**src/rtl/ob_notify_pkg.sv**
```systemverilog
package ob_notify_pkg;

  // byte offsets of the register set
  localparam int OFS_MSG_A = 'h18;
  localparam int OFS_MSG_B = 'h1C;
  localparam int OFS_DBELL = 'h2C;
  localparam int OFS_STAT  = 'h30;
  localparam int OFS_MASK  = 'h34;

  // status / mask bit positions
  localparam int ST_MSG_A   = 0;
  localparam int ST_MSG_B   = 1;
  localparam int ST_DBELL   = 2;
  localparam int ST_POSTQ   = 3;
  localparam int ST_HOSTINT = 4;
  localparam int ST_W       = 5;

  typedef enum logic [2:0] {
    SEL_NONE,
    SEL_MSG_A,
    SEL_MSG_B,
    SEL_DBELL,
    SEL_STAT,
    SEL_MASK
  } reg_sel_e;

endpackage

```
**src/rtl/ob_msg_regs.sv**
```systemverilog
module ob_msg_regs #(
  parameter int DATA_W = 32,
  parameter int N_MSG  = 2
) (
  input  logic                          clk,
  input  logic                          rst_n,
  input  logic [N_MSG-1:0]              wr_en,
  input  logic [DATA_W-1:0]             wdata,
  input  logic [N_MSG-1:0]              ack,
  output logic [N_MSG-1:0][DATA_W-1:0]  msg_q,
  output logic [N_MSG-1:0]              written_q
);

  // a new write outranks a simultaneous acknowledge
  function automatic logic flag_next(input logic cur, input logic set, input logic clr);
    return set | (cur & ~clr);
  endfunction

  for (genvar g = 0; g < N_MSG; g++) begin : g_msg
    always_ff @(posedge clk or negedge rst_n) begin
      if (!rst_n) begin
        msg_q[g]     <= '0;
        written_q[g] <= 1'b0;
      end else begin
        if (wr_en[g]) msg_q[g] <= wdata;
        written_q[g] <= flag_next(written_q[g], wr_en[g], ack[g]);
      end
    end
  end

endmodule

```
**src/rtl/ob_doorbell.sv**
```systemverilog
module ob_doorbell #(
  parameter int DATA_W = 32
) (
  input  logic              clk,
  input  logic              rst_n,
  input  logic              set_en,
  input  logic [DATA_W-1:0] set_val,
  input  logic              clr_en,
  input  logic [DATA_W-1:0] clr_val,
  output logic [DATA_W-1:0] db_q
);

  // clear first, then OR in new requests so a same-cycle set survives
  function automatic logic [DATA_W-1:0] db_next(
    input logic [DATA_W-1:0] cur,
    input logic [DATA_W-1:0] set_bits,
    input logic [DATA_W-1:0] clr_bits
  );
    return (cur & ~clr_bits) | set_bits;
  endfunction

  logic [DATA_W-1:0] set_bits;
  logic [DATA_W-1:0] clr_bits;

  assign set_bits = set_en ? set_val : '0;
  assign clr_bits = clr_en ? clr_val : '0;

  always_ff @(posedge clk or negedge rst_n) begin
    if (!rst_n) db_q <= '0;
    else        db_q <= db_next(db_q, set_bits, clr_bits);
  end

endmodule

```
**src/rtl/ob_status_irq.sv**
```systemverilog
module ob_status_irq
  import ob_notify_pkg::*;
#(
  parameter int DATA_W      = 32,
  parameter int DB_LO       = 1,
  parameter int DB_HI       = 30,
  parameter int DB_HOST_BIT = 28
) (
  input  logic              clk,
  input  logic              rst_n,
  input  logic [1:0]        msg_flags,
  input  logic [DATA_W-1:0] db_q,
  input  logic              post_q_nempty,
  input  logic              mask_wr,
  input  logic [ST_W-1:0]   mask_wdata,
  output logic [ST_W-1:0]   status,
  output logic [ST_W-1:0]   mask_q,
  output logic              irq_q
);

  function automatic logic db_summary(input logic [DATA_W-1:0] db);
    return |db[DB_HI:DB_LO];
  endfunction

  function automatic logic irq_level(input logic [ST_W-1:0] st, input logic [ST_W-1:0] mk);
    return |(st & ~mk);
  endfunction

  always_comb begin
    status             = '0;
    status[ST_MSG_A]   = msg_flags[0];
    status[ST_MSG_B]   = msg_flags[1];
    status[ST_DBELL]   = db_summary(db_q);
    status[ST_POSTQ]   = post_q_nempty;
    status[ST_HOSTINT] = db_q[DB_HOST_BIT];
  end

  always_ff @(posedge clk or negedge rst_n) begin
    if (!rst_n) begin
      mask_q <= '0;
      irq_q  <= 1'b0;
    end else begin
      if (mask_wr) mask_q <= mask_wdata;
      irq_q <= irq_level(status, mask_q);
    end
  end

endmodule

```
**src/rtl/ob_notify_ctrl.sv**
```systemverilog
module ob_notify_ctrl
  import ob_notify_pkg::*;
#(
  parameter int ADDR_W      = 8,
  parameter int DATA_W      = 32,
  parameter int DB_LO       = 1,
  parameter int DB_HI       = 30,
  parameter int DB_HOST_BIT = 28
) (
  input  logic              clk,
  input  logic              rst_n,
  input  logic              core_wr_en,
  input  logic [ADDR_W-1:0] core_addr,
  input  logic [DATA_W-1:0] core_wdata,
  output logic [DATA_W-1:0] core_rdata,
  input  logic              host_wr_en,
  input  logic [ADDR_W-1:0] host_addr,
  input  logic [DATA_W-1:0] host_wdata,
  output logic [DATA_W-1:0] host_rdata,
  input  logic              post_q_nempty,
  output logic              irq_o
);

  localparam int N_MSG = 2;

  function automatic reg_sel_e decode_ofs(input logic [ADDR_W-1:0] a);
    if (a == ADDR_W'(OFS_MSG_A)) return SEL_MSG_A;
    if (a == ADDR_W'(OFS_MSG_B)) return SEL_MSG_B;
    if (a == ADDR_W'(OFS_DBELL)) return SEL_DBELL;
    if (a == ADDR_W'(OFS_STAT))  return SEL_STAT;
    if (a == ADDR_W'(OFS_MASK))  return SEL_MASK;
    return SEL_NONE;
  endfunction

  reg_sel_e core_sel;
  reg_sel_e host_sel;

  // named write events
  logic [N_MSG-1:0]             ev_msg_wr;
  logic [N_MSG-1:0]             ev_msg_ack;
  logic                         ev_db_set;
  logic                         ev_db_clr;
  logic                         ev_mask_wr;

  logic [N_MSG-1:0][DATA_W-1:0] msg_q;
  logic [N_MSG-1:0]             msg_flags;
  logic [DATA_W-1:0]            db_q;
  logic [ST_W-1:0]              status_w;
  logic [ST_W-1:0]              mask_w;

  assign core_sel = decode_ofs(core_addr);
  assign host_sel = decode_ofs(host_addr);

  assign ev_msg_wr[0] = core_wr_en && (core_sel == SEL_MSG_A);
  assign ev_msg_wr[1] = core_wr_en && (core_sel == SEL_MSG_B);
  assign ev_msg_ack   = (host_wr_en && (host_sel == SEL_STAT)) ?
                        {host_wdata[ST_MSG_B], host_wdata[ST_MSG_A]} : '0;
  assign ev_db_set    = core_wr_en && (core_sel == SEL_DBELL);
  assign ev_db_clr    = host_wr_en && (host_sel == SEL_DBELL);
  assign ev_mask_wr   = host_wr_en && (host_sel == SEL_MASK);

  ob_msg_regs #(
    .DATA_W (DATA_W),
    .N_MSG  (N_MSG)
  ) u_msg (
    .clk       (clk),
    .rst_n     (rst_n),
    .wr_en     (ev_msg_wr),
    .wdata     (core_wdata),
    .ack       (ev_msg_ack),
    .msg_q     (msg_q),
    .written_q (msg_flags)
  );

  ob_doorbell #(
    .DATA_W (DATA_W)
  ) u_db (
    .clk     (clk),
    .rst_n   (rst_n),
    .set_en  (ev_db_set),
    .set_val (core_wdata),
    .clr_en  (ev_db_clr),
    .clr_val (host_wdata),
    .db_q    (db_q)
  );

  ob_status_irq #(
    .DATA_W      (DATA_W),
    .DB_LO       (DB_LO),
    .DB_HI       (DB_HI),
    .DB_HOST_BIT (DB_HOST_BIT)
  ) u_st (
    .clk           (clk),
    .rst_n         (rst_n),
    .msg_flags     (msg_flags),
    .db_q          (db_q),
    .post_q_nempty (post_q_nempty),
    .mask_wr       (ev_mask_wr),
    .mask_wdata    (host_wdata[ST_W-1:0]),
    .status        (status_w),
    .mask_q        (mask_w),
    .irq_q         (irq_o)
  );

  function automatic logic [DATA_W-1:0] read_mux(input reg_sel_e sel);
    case (sel)
      SEL_MSG_A: return msg_q[0];
      SEL_MSG_B: return msg_q[1];
      SEL_DBELL: return db_q;
      SEL_STAT:  return DATA_W'(status_w);
      SEL_MASK:  return DATA_W'(mask_w);
      default:   return '0;
    endcase
  endfunction

  assign core_rdata = read_mux(core_sel);
  assign host_rdata = read_mux(host_sel);

endmodule

```
**config.mk**
```make
export PLATFORM = sky130hd
export DESIGN_NAME = ob_notify_ctrl
export DESIGN_NICKNAME = d
export VERILOG_FILES = /design/src/rtl/ob_notify_pkg.sv /design/src/rtl/ob_msg_regs.sv /design/src/rtl/ob_doorbell.sv /design/src/rtl/ob_status_irq.sv /design/src/rtl/ob_notify_ctrl.sv
export SDC_FILE = /design/constraint.sdc
export NUM_CORES = 1
export LEC_CHECK = 0
export CAP_MARGIN = 40
export CORE_UTILIZATION = 40
export CTS_CLUSTER_SIZE = 12
export DETAILED_ROUTE_END_ITERATION = 8
export PLACE_DENSITY = 0.67
export SLEW_MARGIN = 30
export SYNTH_ARGS = -nofsm -noshare
export SYNTH_HDL_FRONTEND = slang
export SYNTH_HIERARCHICAL = 1
export SYNTH_SLANG_ARGS = --single-unit
```
**constraint.sdc**
```tcl
create_clock -name clk -period 2.2 [get_ports clk]
set_clock_uncertainty 0.2 [all_clocks]
set_input_delay 0.44 -clock clk [delete_from_list [all_inputs] [get_ports clk]]
set_output_delay 0.44 -clock clk [all_outputs]
set_load 0.01 [all_outputs]
```
==> impl_metrics.csv <==
group,metric,value,unit
synthesis,synth_flop_cell,"dfrtp_1",
critical_path,cp_max_fo,2,
finish,fin_util,0.694,
die,initial_utilization,0.410,
clock_network,clock-sinks,104,
power,pwr-share-comb,0.173,
power,p_total,4.63,mW
clock_network,htreeDepth,3,
timing,tightest_slew,621,ps
synthesis,synth-warning-count,6,
power,swShare,0.262,
power,p_seq_frac,0.459,
power,ir_worst_vdd,0.397,mV
synthesis,synth_nets,596,
drt,drt-total-wl,23.7,mm
critical_path,critPathKind,"reg -> out",
synthesis,ys_async_sr_fraction,1.00,
timing,post-route-min-period,2950,ps
critical_path,crit_required,1560,ps
global_routing,grt_pass1_wl,34.1,mm
power,power_frac_clock,0.368,
die,core,0.0145,mm^2
finish,final_area,0.0101,mm^2
clock_network,cts-buffers-inserted,9,
global_routing,antenna_found_initial,0,
drt,firstDrtPassIters,7,
drt,drtAntennaViolNets,0,
power,p_per_area,459,mW/mm^2
die,die_w,124,um
clock_network,clk_latency,360,ps
status,violations,"negative setup slack",
power,intPower,3.42,mW
synthesis,syn_area_per_cell,11.7,um^2
power,p_sw,1.21,mW
synthesis,synth_edf_count,0,
critical_path,cp-start-kind,"flop",
timing,hold_viol,0,
clock_network,clk_pin_slew,70,ps
status,status,"finished with violations",
synthesis,ys_types,41,
place,dpl_cell_area,0.00828,mm^2
drt,wl_per_cell,24.8,um
min_path,worstHoldPathType,"reg -> reg",
global_routing,grt_pass1_vias,6155,
timing,drv_slew,0,
timing,setup_ws,-752,ps
global_routing,grt_overflow,0,
critical_path,arrival,2310,ps
die,ios,150,
drt,drc,0,
finish,nets,851,
finish,drive_gt1_frac,0.560,
global_routing,grt_use_total,0.301,
flow_run,maxCapViolations,0,
timing,grt_setup_unrepaired,"true",
synthesis,ys_seq_elements,104,
timing,slew_headroom,0.586,
finish,syn_to_final_growth,69.3,%
synthesis,netlist_area,0.00596,mm^2
synthesis,ys_seq_area_frac,0.437,
place,dp_slack,-1180,ps
place,gp_congestion,0.890,
synthesis,synthCells,511,
drt,vias,5879,
clock_network,cts-root-buf,"clkbuf_16",
timing,max_freq,339,MHz
critical_path,crit_path_end_kind,"primary output",
timing,post-route-period-util,1.34,
die,die_h,124,um
place,io_buffers,149,
power,leakagePower,4.57,nW
clock_network,cts_tree,"yes",
die,rows,44,
place,hpwl,13.3,mm
global_routing,grt_max_degree,105,
drt,via_per_inst,6.15,
timing,whs,335,ps
drt,drt_iter0_markers,480,
die,dieArea,0.0154,mm^2
timing,setup_viol,97,
clock_network,cts_buffer_depth,2,
## state kept, by name (all words and copies together), names as in the netlist
name,cells
u_msg/written_q,2
u_st/mask_q,5
u_db/db_q,32
u_st/irq_q,1
u_msg/msg_q,64
## path summary, 6_finish.rpt
kind / slack, ps / depth (start not counted) / start / end
worst max register to register: 360 / 7 / u_db/db_q[1]$_DFF_PN0_ / u_st/irq_q$_DFF_PN0_
worst min-delay path: 340 / 1 / u_st/mask_q[2]$_DFFE_PN0P_ / u_st/irq_q$_DFF_PN0_
worst max-delay path: -750 / 9 / u_db/db_q[1]$_DFF_PN0_ / host_rdata[2]
min in group asynchronous: 430 / 3 / rst_n / u_msg/msg_q[6]$_DFFE_PN0P_
max in group asynchronous: 840 / 3 / rst_n / u_db/db_q[19]$_DFF_PN0_
worst min register to register: 340 / 1 / u_st/mask_q[2]$_DFFE_PN0P_ / u_st/irq_q$_DFF_PN0_
## cells in the final DEF (no fill, tap or decap), types with 8 or more instances in the layout
master	Yosys	routed
clkbuf_16	0	11
nand2_4	0	17
nand2_2	0	9
o21ai_2	0	26
a22oi_2	0	14
mux2_2	16	12
buf_4	6	68
buf_12	6	25
buf_2	12	46
mux2_4	58	62
clkdlybuf4s50_1	0	68
buf_6	7	60
dfrtp_1	104	104
buf_8	0	8
a22o_1	32	32
nand2_1	65	38
a22oi_1	61	47
o2bb2ai_4	0	20
## critical path, cell delays in order, from the launching register on
cell and delay [ps]:
dfrtp_1 400, nor4_2 280, buf_4 160, nand4_1 190, nor2_2 210, inv_1 70
mux2_4 270, a22oi_2 130, o21ai_2 90, buf_2 150
## metal layers
metal / routed length, um / up-vias / global-route usage
met1: 9450 / 2939 / 0.375
met2: 11200 / 381 / 0.482
li1: - / 2472 / -
met3: 2080 / 87 / 0.0760
met5: 0 / - / 0
met4: 977 / 0 / 0.148
## synthesized netlist by cell type (2+ instances only)
library cell | instances | share of area
nand2_1 | 65 | 0.041
a22oi_1 | 61 | 0.077
buf_2 | 12 | 0.010
a221o_1 | 6 | 0.010
mux2_4 | 58 | 0.15
buf_12 | 6 | 0.020
nand3_1 | 3 | 0.0025
dfrtp_1 | 104 | 0.44
inv_1 | 7 | 0.0044
nor4_2 | 2 | 0.0042
nor4b_2 | 3 | 0.0076
nor3b_1 | 2 | 0.0025
and2_1 | 2 | 0.0021
o2bb2ai_1 | 27 | 0.040
mux2_1 | 3 | 0.0057
nor4_1 | 11 | 0.012
nor2_1 | 4 | 0.0025
buf_4 | 6 | 0.0076
clkbuf_1 | 14 | 0.0088
mux2i_1 | 6 | 0.010
mux2_2 | 16 | 0.030
a21o_1 | 2 | 0.0025
buf_6 | 7 | 0.013
and3_1 | 4 | 0.0042
nand4_1 | 2 | 0.0021
o21ai_0 | 32 | 0.027
a22o_1 | 32 | 0.047
## cell type report
type / instances / area, um^2
fill: 986 / 4450
multi-input combinational: 355 / 3940
timing repair buffer: 289 / 2980
sequential: 104 / 2600
clock buffer: 12 / 256
tap: 184 / 230
clock inverter: 4 / 51.3
inverter: 7 / 26.3
antenna: 1 / 2.50
## timing repair
action / CTS / global route
hold endpoints to repair: 35 / 0
pin swaps: 50 / 20
resized for setup: 509 / 117
endpoints found under the setup margin: 167 / 97
setup buffers: 46 / 11
hold buffers: 1 / 0
cloned: 9 / 2
## cells by family after synthesis
logic type,after synthesis,share of synthesized area
AND/OR/NAND/NOR,109,0.101
buffers and inverters,52,0.0642
multiplexers,83,0.192
AO/OA/AOI/OAI,163,0.206
flip-flops,104,0.437
## metrics by stage
step,setup TNS (ps),instances
final,-25210,956
after global routing,-29910,955
after CTS,-27070,959
after detailed placement,-130610,889
after global placement,-124630,889
after floorplan,-1010,511
## power by group through the flow
stage | combinational (mW) | sequential, mW | clock, mW
5_1_grt | 0.842 | 2.13 | 1.80
2_1_floorplan | 0.233 | 2.11 | 0
4_1_cts | 0.751 | 2.10 | 1.71
6_report | 0.803 | 2.12 | 1.70
3_3_place_gp | 0.651 | 2.12 | 0
3_5_place_dp | 0.662 | 2.12 | 0
(Power assumes the default switching activity.)
